--- src/rtl/dds_prof_pkg.sv ---
package dds_prof_pkg;

  typedef enum logic [1:0] {
    MOD_NONE  = 2'd0,
    MOD_FREQ  = 2'd1,
    MOD_PHASE = 2'd2,
    MOD_AMP   = 2'd3
  } mod_e;

  // bit 5 auto-clear, bit 4 clear-and-hold, bits 3:2 level code, bits 1:0 mode
  typedef struct packed {
    logic       auto_clr;
    logic       hold;
    logic [1:0] lvl;
    mod_e       mode;
  } ctrl_t;

  localparam int unsigned CTRL_W = $bits(ctrl_t);

  localparam int unsigned ADR_FTW  = 0;
  localparam int unsigned ADR_POW  = 1;
  localparam int unsigned ADR_ASF  = 2;
  localparam int unsigned ADR_CTRL = 3;

endpackage

--- src/rtl/dds_regbank.sv ---
module dds_regbank
  import dds_prof_pkg::*;
#(
  parameter int unsigned DATA_W  = 32,
  parameter int unsigned PHASE_W = 14,
  parameter int unsigned AMP_W   = 10,
  parameter int unsigned NPROF   = 16,
  parameter int unsigned ADDR_W  = $clog2(2 * NPROF),
  parameter int unsigned PIDX_W  = $clog2(NPROF)
) (
  input  logic                           clk,
  input  logic                           rst,
  input  logic                           wr_en,
  input  logic [ADDR_W-1:0]              wr_addr,
  input  logic [DATA_W-1:0]              wr_data,
  input  logic                           io_update,
  output logic [DATA_W-1:0]              act_ftw,
  output logic [PHASE_W-1:0]             act_pow,
  output logic [AMP_W-1:0]               act_asf,
  output ctrl_t                          act_ctrl,
  output logic [NPROF-1:0][DATA_W-1:0]   act_prof
);

  logic              prof_hit;
  logic [PIDX_W-1:0] prof_idx;
  logic              base_hit;

  assign prof_hit = wr_en && wr_addr[ADDR_W-1];
  assign base_hit = wr_en && !wr_addr[ADDR_W-1];
  assign prof_idx = wr_addr[PIDX_W-1:0];

  logic [DATA_W-1:0]  sh_ftw;
  logic [PHASE_W-1:0] sh_pow;
  logic [AMP_W-1:0]   sh_asf;
  ctrl_t              sh_ctrl;

  // shadow base registers
  always_ff @(posedge clk) begin
    if (rst) begin
      sh_ftw  <= '0;
      sh_pow  <= '0;
      sh_asf  <= '0;
      sh_ctrl <= '0;
    end else if (base_hit) begin
      case (int'(wr_addr))
        ADR_FTW:  sh_ftw  <= wr_data;
        ADR_POW:  sh_pow  <= wr_data[PHASE_W-1:0];
        ADR_ASF:  sh_asf  <= wr_data[AMP_W-1:0];
        ADR_CTRL: sh_ctrl <= ctrl_t'(wr_data[CTRL_W-1:0]);
        default:  ;
      endcase
    end
  end

  // active base registers, loaded as a set on the update strobe
  always_ff @(posedge clk) begin
    if (rst) begin
      act_ftw  <= '0;
      act_pow  <= '0;
      act_asf  <= '0;
      act_ctrl <= '0;
    end else if (io_update) begin
      act_ftw  <= sh_ftw;
      act_pow  <= sh_pow;
      act_asf  <= sh_asf;
      act_ctrl <= sh_ctrl;
    end
  end

  // profile entries, one shadow/active pair each
  for (genvar k = 0; k < NPROF; k++) begin : g_prof
    logic [DATA_W-1:0] sh_word;
    always_ff @(posedge clk) begin
      if (rst) begin
        sh_word     <= '0;
        act_prof[k] <= '0;
      end else begin
        if (prof_hit && (prof_idx == PIDX_W'(k)))
          sh_word <= wr_data;
        if (io_update)
          act_prof[k] <= sh_word;
      end
    end
  end

endmodule

--- src/rtl/dds_profile_mux.sv ---
module dds_profile_mux
  import dds_prof_pkg::*;
#(
  parameter int unsigned DATA_W  = 32,
  parameter int unsigned PHASE_W = 14,
  parameter int unsigned AMP_W   = 10,
  parameter int unsigned NPROF   = 16,
  parameter int unsigned PIDX_W  = $clog2(NPROF)
) (
  input  logic [DATA_W-1:0]            act_ftw,
  input  logic [PHASE_W-1:0]           act_pow,
  input  logic [AMP_W-1:0]             act_asf,
  input  ctrl_t                        act_ctrl,
  input  logic [NPROF-1:0][DATA_W-1:0] act_prof,
  input  logic [PIDX_W-1:0]            pins,
  output logic [DATA_W-1:0]            ftw_sel,
  output logic [PHASE_W-1:0]           pow_sel,
  output logic [AMP_W-1:0]             asf_sel
);

  logic [PIDX_W-1:0] mask;
  logic [PIDX_W-1:0] idx;
  logic [DATA_W-1:0] entry;
  logic              use_prof;

  // level code n keeps pins 0..n (2 << n levels)
  always_comb begin
    for (int i = 0; i < PIDX_W; i++)
      mask[i] = (i <= int'(act_ctrl.lvl));
  end

  assign idx      = pins & mask;
  assign entry    = act_prof[idx];
  assign use_prof = (idx != '0);

  always_comb begin
    ftw_sel = act_ftw;
    pow_sel = act_pow;
    asf_sel = act_asf;
    if (use_prof) begin
      case (act_ctrl.mode)
        MOD_FREQ:  ftw_sel = entry;
        MOD_PHASE: pow_sel = entry[PHASE_W-1:0];
        MOD_AMP:   asf_sel = entry[AMP_W-1:0];
        default:   ;
      endcase
    end
  end

endmodule

--- src/rtl/dds_phase_accum.sv ---
module dds_phase_accum #(
  parameter int unsigned ACC_W = 32
) (
  input  logic             clk,
  input  logic             rst,
  input  logic [ACC_W-1:0] ftw,
  input  logic             hold_clr,
  input  logic             pulse_clr,
  output logic [ACC_W-1:0] acc_q
);

  always_ff @(posedge clk) begin
    if (rst || hold_clr || pulse_clr)
      acc_q <= '0;
    else
      acc_q <= acc_q + ftw;
  end

endmodule

--- src/rtl/dds_out_stage.sv ---
module dds_out_stage #(
  parameter int unsigned ACC_W   = 32,
  parameter int unsigned PHASE_W = 14,
  parameter int unsigned AMP_W   = 10
) (
  input  logic               clk,
  input  logic               rst,
  input  logic [ACC_W-1:0]   acc_q,
  input  logic [PHASE_W-1:0] pow_sel,
  input  logic [AMP_W-1:0]   asf_sel,
  output logic [PHASE_W-1:0] phase_out,
  output logic [AMP_W-1:0]   amp_out
);

  logic [PHASE_W-1:0] acc_top;
  assign acc_top = acc_q[ACC_W-1 -: PHASE_W];

  always_ff @(posedge clk) begin
    if (rst) begin
      phase_out <= '0;
      amp_out   <= '0;
    end else begin
      phase_out <= acc_top + pow_sel;
      amp_out   <= asf_sel;
    end
  end

endmodule

--- src/rtl/dds_profile_core.sv ---
module dds_profile_core
  import dds_prof_pkg::*;
#(
  parameter int unsigned ACC_W   = 32,
  parameter int unsigned PHASE_W = 14,
  parameter int unsigned AMP_W   = 10,
  parameter int unsigned NPROF   = 16,
  localparam int unsigned ADDR_W = $clog2(2 * NPROF),
  localparam int unsigned PIDX_W = $clog2(NPROF)
) (
  input  logic               clk,
  input  logic               rst,
  input  logic               wr_en,
  input  logic [ADDR_W-1:0]  wr_addr,
  input  logic [ACC_W-1:0]   wr_data,
  input  logic               io_update,
  input  logic [PIDX_W-1:0]  profile_sel,
  output logic [PHASE_W-1:0] phase_out,
  output logic [AMP_W-1:0]   amp_out
);

  logic [ACC_W-1:0]            act_ftw;
  logic [PHASE_W-1:0]          act_pow;
  logic [AMP_W-1:0]            act_asf;
  ctrl_t                       act_ctrl;
  logic [NPROF-1:0][ACC_W-1:0] act_prof;

  logic [PIDX_W-1:0]           prof_q;
  logic                        upd_q;
  logic [ACC_W-1:0]            ftw_sel;
  logic [PHASE_W-1:0]          pow_sel;
  logic [AMP_W-1:0]            asf_sel;
  logic [ACC_W-1:0]            acc_q;
  logic                        act_hold;
  logic                        act_auto;

  assign act_hold = act_ctrl.hold;
  assign act_auto = act_ctrl.auto_clr;

  // register the profile pins and the update strobe
  always_ff @(posedge clk) begin
    if (rst) begin
      prof_q <= '0;
      upd_q  <= 1'b0;
    end else begin
      prof_q <= profile_sel;
      upd_q  <= io_update;
    end
  end

  dds_regbank #(
    .DATA_W (ACC_W),
    .PHASE_W(PHASE_W),
    .AMP_W  (AMP_W),
    .NPROF  (NPROF),
    .ADDR_W (ADDR_W),
    .PIDX_W (PIDX_W)
  ) u_regs (
    .clk      (clk),
    .rst      (rst),
    .wr_en    (wr_en),
    .wr_addr  (wr_addr),
    .wr_data  (wr_data),
    .io_update(io_update),
    .act_ftw  (act_ftw),
    .act_pow  (act_pow),
    .act_asf  (act_asf),
    .act_ctrl (act_ctrl),
    .act_prof (act_prof)
  );

  dds_profile_mux #(
    .DATA_W (ACC_W),
    .PHASE_W(PHASE_W),
    .AMP_W  (AMP_W),
    .NPROF  (NPROF),
    .PIDX_W (PIDX_W)
  ) u_mux (
    .act_ftw (act_ftw),
    .act_pow (act_pow),
    .act_asf (act_asf),
    .act_ctrl(act_ctrl),
    .act_prof(act_prof),
    .pins    (prof_q),
    .ftw_sel (ftw_sel),
    .pow_sel (pow_sel),
    .asf_sel (asf_sel)
  );

  dds_phase_accum #(
    .ACC_W(ACC_W)
  ) u_acc (
    .clk      (clk),
    .rst      (rst),
    .ftw      (ftw_sel),
    .hold_clr (act_hold),
    .pulse_clr(upd_q & act_auto),
    .acc_q    (acc_q)
  );

  dds_out_stage #(
    .ACC_W  (ACC_W),
    .PHASE_W(PHASE_W),
    .AMP_W  (AMP_W)
  ) u_out (
    .clk      (clk),
    .rst      (rst),
    .acc_q    (acc_q),
    .pow_sel  (pow_sel),
    .asf_sel  (asf_sel),
    .phase_out(phase_out),
    .amp_out  (amp_out)
  );

endmodule

--- config.mk ---
export PLATFORM = sky130hd
export DESIGN_NAME = dds_profile_core
export DESIGN_NICKNAME = d
export VERILOG_FILES = /design/src/rtl/dds_prof_pkg.sv /design/src/rtl/dds_regbank.sv /design/src/rtl/dds_profile_mux.sv /design/src/rtl/dds_phase_accum.sv /design/src/rtl/dds_out_stage.sv /design/src/rtl/dds_profile_core.sv
export SDC_FILE = /design/constraint.sdc
export NUM_CORES = 2
export LEC_CHECK = 0
export BUFFER_PORTS_ARGS = -buffer_cell sky130_fd_sc_hd__buf_2
export CAP_MARGIN = 20
export CORE_UTILIZATION = 35
export CTS_CLUSTER_DIAMETER = 40
export CTS_CLUSTER_SIZE = 30
export DETAILED_ROUTE_END_ITERATION = 8
export PLACE_DENSITY = 0.53
export SLEW_MARGIN = 20
export SYNTH_ARGS = -nofsm -noshare
export SYNTH_HDL_FRONTEND = slang
export SYNTH_HIERARCHICAL = 1
export SYNTH_SLANG_ARGS = --single-unit
--- constraint.sdc ---
create_clock -name clk -period 3.7 [get_ports clk]
set_clock_uncertainty 0.15 [all_clocks]
set_input_delay 0.74 -clock clk [delete_from_list [all_inputs] [get_ports clk]]
set_output_delay 0.74 -clock clk [all_outputs]
set_load 0.05 [all_outputs]
== After elaboration in Yosys (flattened, before gate mapping) ==
Cells that the tools add are included.

* Muxes and demuxes: 8
* Add/subtract/negate cells: 2
* Reductions and logical operators: 28
* Bitwise operators: 2
* Eq/ne operators: 21
* Magnitude comparators: 4

{| class="wikitable"
|+ Operator list
! operator !! count
|-
| 32-bit binary-select mux with 4-bit select || 1
|-
| 32-bit two-way mux || 3
|-
| 32-bit adder || 1
|-
| 4-bit equality test, second input constant || 8
|-
| 14-bit two-way mux || 2
|-
| 10-bit two-way mux || 2
|-
| 1-bit logical AND || 18
|-
| 4-bit by 3-bit equality test with 1-bit output, second input constant || 4
|-
| 14-bit adder || 1
|-
| 5-bit by 2-bit equality test with 1-bit output, second input constant || 2
|-
| 4-bit by 2-bit equality test with 1-bit output, second input constant || 2
|-
| 2-bit AND reduction || 4
|-
| 5-bit by 1-bit equality test with 1-bit output, second input constant || 1
|-
| 5-bit logical NOT || 1
|-
| 4-bit by 5-bit < comparator with 1-bit output, second input constant || 1
|-
| 4-bit AND || 1
|-
| 2-bit equality test, second input constant || 2
|-
| 4-bit by 1-bit equality test with 1-bit output, second input constant || 1
|-
| 2-bit less-or-equal comparator, first input constant || 2
|-
| 4-bit logical NOT || 1
|-
| 4-bit nonzero test || 1
|-
| 2-bit by 1-bit equality test with 1-bit output, second input constant || 1
|-
| 1-bit by 2-bit less-or-equal comparator with 1-bit output, first input constant || 1
|-
| 1-bit logical OR || 2
|-
| other kinds (2) || 2
|}

* Input port bits: 45
* Bits in registers: 1209

== Depth between registers and ports, before layout ==
* Word-level depth: 7
* Gate-level depth with buffers: 17
* Gate-level depth less buffers: 13

== Modules after synthesis ==
The synthesis kept the hierarchy.

{| class="wikitable"
|+ Modules (own cells, without submodules)
! module !! cells each !! times used !! area an instance (um^2)
|-
| dds_regbank || 3826 || 1 || 42149.2
|-
| dds_profile_mux || 361 || 1 || 4504.3
|-
| dds_phase_accum || 330 || 1 || 2635.0
|-
| dds_out_stage || 144 || 1 || 1293.7
|-
| dds_profile_core || 11 || 1 || 137.6
|}

== Worst setup path after synthesis ==
No wires, ideal clock.

* Path kind: register to register
* Start point: register, netlist name u_regs/act_ctrl[3]
* End point: register u_acc.acc_q[26]
* Path slack: -0.386 ns
* Arrival: 3.874 ns
* Cell stages (with the launch flop): 16
* Setup time: 0.062 ns
* Cell sequence: dfxtp_1 -> buf_4 -> o21ai_4 -> buf_6 -> mux4_2 -> a22oi_1 -> nand3_1 -> mux2_2 -> ha_1 -> fa_1 -> a21o_1 -> a221o_1 -> a2bb2oi_2 -> a211oi_1 -> or4_1 -> nand3_1

* Longest elaborated chain between the ends: 7
* Elaborated cells between the ends (all ways): 10
* Classes of those cells: add/sub (1); order compare (3); mux (4); bitwise (1); reduce/logical (1)

{| class="wikitable"
|+ Ends and longest elaborated chain
! what !! line !! RTL
|-
| 1-bit by 2-bit less-or-equal comparator with 1-bit output / 2-bit less-or-equal comparator (equally long branches) || dds_profile_mux.sv:29 || <nowiki>mask[i] = (i <= int'(act_ctrl.lvl));</nowiki>
|-
| 4-bit AND * || dds_profile_mux.sv:32 || <nowiki>assign idx = pins & mask;</nowiki>
|-
| 32-bit binary-select mux with 4-bit select || dds_profile_mux.sv:33 || <nowiki>assign entry = act_prof[idx];</nowiki>
|-
| 32-bit two-way mux (not written as such) || dds_profile_mux.sv:33 ||
|-
| 32-bit two-way mux || dds_profile_mux.sv:41 || <nowiki>case (act_ctrl.mode)</nowiki>
|-
| 32-bit two-way mux * || dds_profile_mux.sv:40 || <nowiki>if (use_prof) begin</nowiki>
|-
| via ftw_sel[0] || dds_profile_core.sv:30 || <nowiki>logic [ACC_W-1:0] ftw_sel;</nowiki>
|-
| 32-bit adder * || dds_phase_accum.sv:16 || <nowiki>acc_q <= acc_q + ftw;</nowiki>
|-
| to (signal assigned) || dds_phase_accum.sv:16 ||
|-
| to (decl) || dds_phase_accum.sv:9 || <nowiki>output logic [ACC_W-1:0] acc_q</nowiki>
|}

Mark *: on every way through the listed nets, which the timed path passes. The rest lies on a longest branch. The select of a mux whose other input is x is not followed.
A chain may end at the register's enable or synchronous reset.

== Worst setup path after layout ==
* Start point: register, netlist name u_regs/act_ctrl[3]
* End point: register u_acc.acc_q[26]

* Longest elaborated chain between the ends: 7
* Elaborated cells between the ends (all ways): 10
* Classes of those cells: add/sub (1); order compare (3); mux (4); bitwise (1); reduce/logical (1)

{| class="wikitable"
|+ Ends and longest elaborated chain
! what !! line
|-
| 1-bit by 2-bit less-or-equal comparator with 1-bit output / 2-bit less-or-equal comparator (equally long branches) || dds_profile_mux.sv:29
|-
| 4-bit AND * || dds_profile_mux.sv:32
|-
| 32-bit binary-select mux with 4-bit select || dds_profile_mux.sv:33
|-
| 32-bit two-way mux (not written as such) || dds_profile_mux.sv:33
|-
| 32-bit two-way mux || dds_profile_mux.sv:41
|-
| 32-bit two-way mux * || dds_profile_mux.sv:40
|-
| via ftw_sel[3] || dds_profile_core.sv:30
|-
| 32-bit adder * || dds_phase_accum.sv:16
|}

Marks and branches as above.

==> results.cfg <==
[run_status]
status = finished with violations
violations = DRC, setup timing

[detailed_routing]
post_drt_wl_per_cell_um = 20.3
first_iter_violations = 2129
via_count = 34100
antenna_left = 0
routed_wl_um = 142000
route.detailed.drc = 20
vias_per_cell = 4.90
firstDrtPassIters = 8

[sta]
relSlewSlack_pct = 39.3
finalMaxSlewViolations = 0
hold_violations = 0
fmax_mhz = 244
tns_ns = -7.97
min_period_ns = 4.10
worstMarginPinSlew_ns = 0.911
whs_ns = 0.130
rsz0062_at_grt = true
setup_slack_ns = -0.398
finalCritPeriodShare_pct = 111
setup_viol = 33

[worst_hold_path]
min_from = profile_sel[2]
hold_path.class = in2reg
hold_path_end = prof_q[2]
worstHoldPathCells = 2

[floorplanning]
core-area_um2 = 144000
start_util_pct = 35.3
rows = 139
fp.dieH_um = 383
die-width_um = 383
dieArea_um2 = 146000
io_pins = 69

[finish]
area_growth_pct = 23.6
nNetsFinal = 5025
final_area_um2 = 62700
final_core_util_pct = 43.6
stdcell_count = 6969
drive_gt1_share_pct = 22.1

[grt]
track_usage_pct = 19.2
grt_pass1_wl_um = 215000
antenna_found_initial = 5
grt_pass1_vias = 34300
grt_max_degree = 131
grt-ovfl-total = 0

[place]
dp.cells = 6625
gp_congestion = 0.845
place_worst_setup_slack_ns = -0.754
dpl_cell_area_um2 = 55300
dp_hpwl_um = 85700
port-buffer-count = 68

[clock_tree]
htreeDepth = 4
clock-root-buffer = clkbuf_16
numCtsBuffers = 160
cts_buffer_depth = 3
worstSkewPairLatency_ns = 0.79
cts_sinks = 1209
clk_pin_slew_ns = 0.06
cts_tree = yes

[logic_synthesis]
avgSynthCellArea_um2 = 10.9
syn_nets = 4763
ys_ff_latch = 1209
seq_area_frac_synth_pct = 47.7
ys_warn_count = 6
synth_top_area_share_pct = 47.7
synthesis.instances = 4672
synthTopCellsByCount = dfxtp_1 (1209), mux2i_1 (1153), nand2b_1 (629)
synth_cell_types = 78
async_flop_share_pct = 0
synth_edf_count = 0
ys_top_cells_by_area = dfxtp_1 (48%), mux2i_1 (23%), nand2b_1 (7.8%)
synthesis.area_um2 = 50700
yosysMostFrequentCell = dfxtp_1
synthFlopType = dfxtp_1
synth_area_leader_cell = dfxtp_1

[critical_path]
r2r_slack_ns = -0.40
crit_path_end_kind = flop
cp-start-kind = flop
r2r_cells = 14
critPathMaxFanout = 7
cp.required_ns = 4.26
worstSetupPathType = reg2reg
r2r-end = u_acc/acc_q[26]
arrival_ns = 4.66
r2r_start = u_regs/act_ctrl[3]

[pwr]
irDropWorstVdd_mv = 0.471
power_mw = 31.1
power.density_nw_per_um2 = 496
p_leak_nw = 28.8

[flow_run]
drv_cap = 0
layout by cell type (no fill, tap or decap), drive strengths merged, types with 11 or more instances in the layout:
cell type	instances
o21ai	41
buf	487
mux2	41
a21oi	43
inv	41
nor2	620
a21o	17
clkinvlp	14
xnor2	13
a22o	17
mux2i	1153
nor3	14
nand2b	629
clkinv	30
bufinv	23
and2	11
clkbuf	194
ha	44
o21a	13
mux4	128
a22oi	17
nand3	42
nor2b	26
dfxtp	1209
nand2	76
a221oi	24
cells by family after synthesis:
logic type / after synthesis / synth area share, %
simple gates: 1459 / 14.7
mux: 1322 / 29.3
flops: 1209 / 47.7
buf+inv: 397 / 3.72
compound gates: 216 / 3.00
fa+ha+maj: 46 / 1.16
xor+xnor: 23 / 0.397
per-layer routing:
metal  vias up  track usage [%]  share of wire, %  wire, µm
met1     16800             26.9                49     68900
li1      16600                -                 -         -
met2       553             30.2                45     64000
met5         -                0                 0         0
met4         0             6.01               2.5      3510
met3       214             3.02               3.6      5040
registers in the layout, indices dropped and copies added (netlist names):
name                   count
u_acc/acc_q               32
u_out/phase_out           14
upd_q                      1
u_regs/sh_pow             14
u_regs/act_pow            14
u_regs/sh_asf             10
u_out/amp_out             10
u_regs/sh_ftw             32
u_regs/act_prof          512
u_regs/sh_ctrl             6
u_regs/g_prof.sh_word    512
u_regs/act_ctrl            6
u_regs/act_asf            10
u_regs/act_ftw            32
prof_q                     4
where the power goes:
| group | leakage [nW] | internal, mW | switching, mW |
|---|---|---|---|
| Combinational | 16.2 | 0.527 | 0.788 |
| Sequential | 9.74 | 13.1 | 0.0527 |
| Clock | 2.81 | 10.3 | 6.36 |
| Total | 28.8 | 23.9 | 7.20 |
worst max-delay path by stage:
| stage | start | to | slack (ns) | cells past startpoint |
|---|---|---|---|---|
| after CTS | u_regs/act_ctrl[3] | u_acc/acc_q[26] | -0.37 | 14 |
| after global placement | u_regs/act_ctrl[3] | u_acc/acc_q[28] | -0.69 | 16 |
| after floorplan | u_regs/act_ctrl[3] | u_acc/acc_q[26] | -0.22 | 15 |
| after global routing | u_regs/act_ctrl[3] | u_acc/acc_q[26] | -0.53 | 14 |
| after detailed placement | u_regs/act_ctrl[3] | u_acc/acc_q[28] | -0.75 | 16 |
| final | u_regs/act_ctrl[3] | u_acc/acc_q[26] | -0.40 | 14 |
critical path, cell delays in order, from the launching register on:
cell and delay (ns):
dfxtp_4 0.37, o21ai_4 0.20, buf_8 0.18, buf_12 0.15, mux4_2 0.49, a22oi_1 0.24, nand3_2 0.16, mux2_2 0.30
ha_1 0.33, and3_1 0.19, a221o_1 0.41, a2bb2oi_4 0.24, a211oi_2 0.12, or4_1 0.41, nand3_1 0.07
repair_timing:
action                                 CTS  global route
setup endpoints to repair               37            37
gates resized for setup                163            50
setup buffers                           34            15
pin swaps                               53            43
cloned                                   3             0
endpoints found under the hold margin    1             0
hold buffers                             1             0
area by class of cell:
type | count | area, µm²
Timing Repair Buffer | 488 | 4490
Tap cell | 1903 | 2380
Multi-Input combinational cell | 3066 | 25800
Clock inverter | 99 | 1380
Fill cell | 13500 | 81000
Clock buffer | 194 | 4430
Sequential cell | 1209 | 24200
Inverter | 9 | 33.8
Antenna cell | 1 | 2.50
Power figures use the tool's default switching activity.
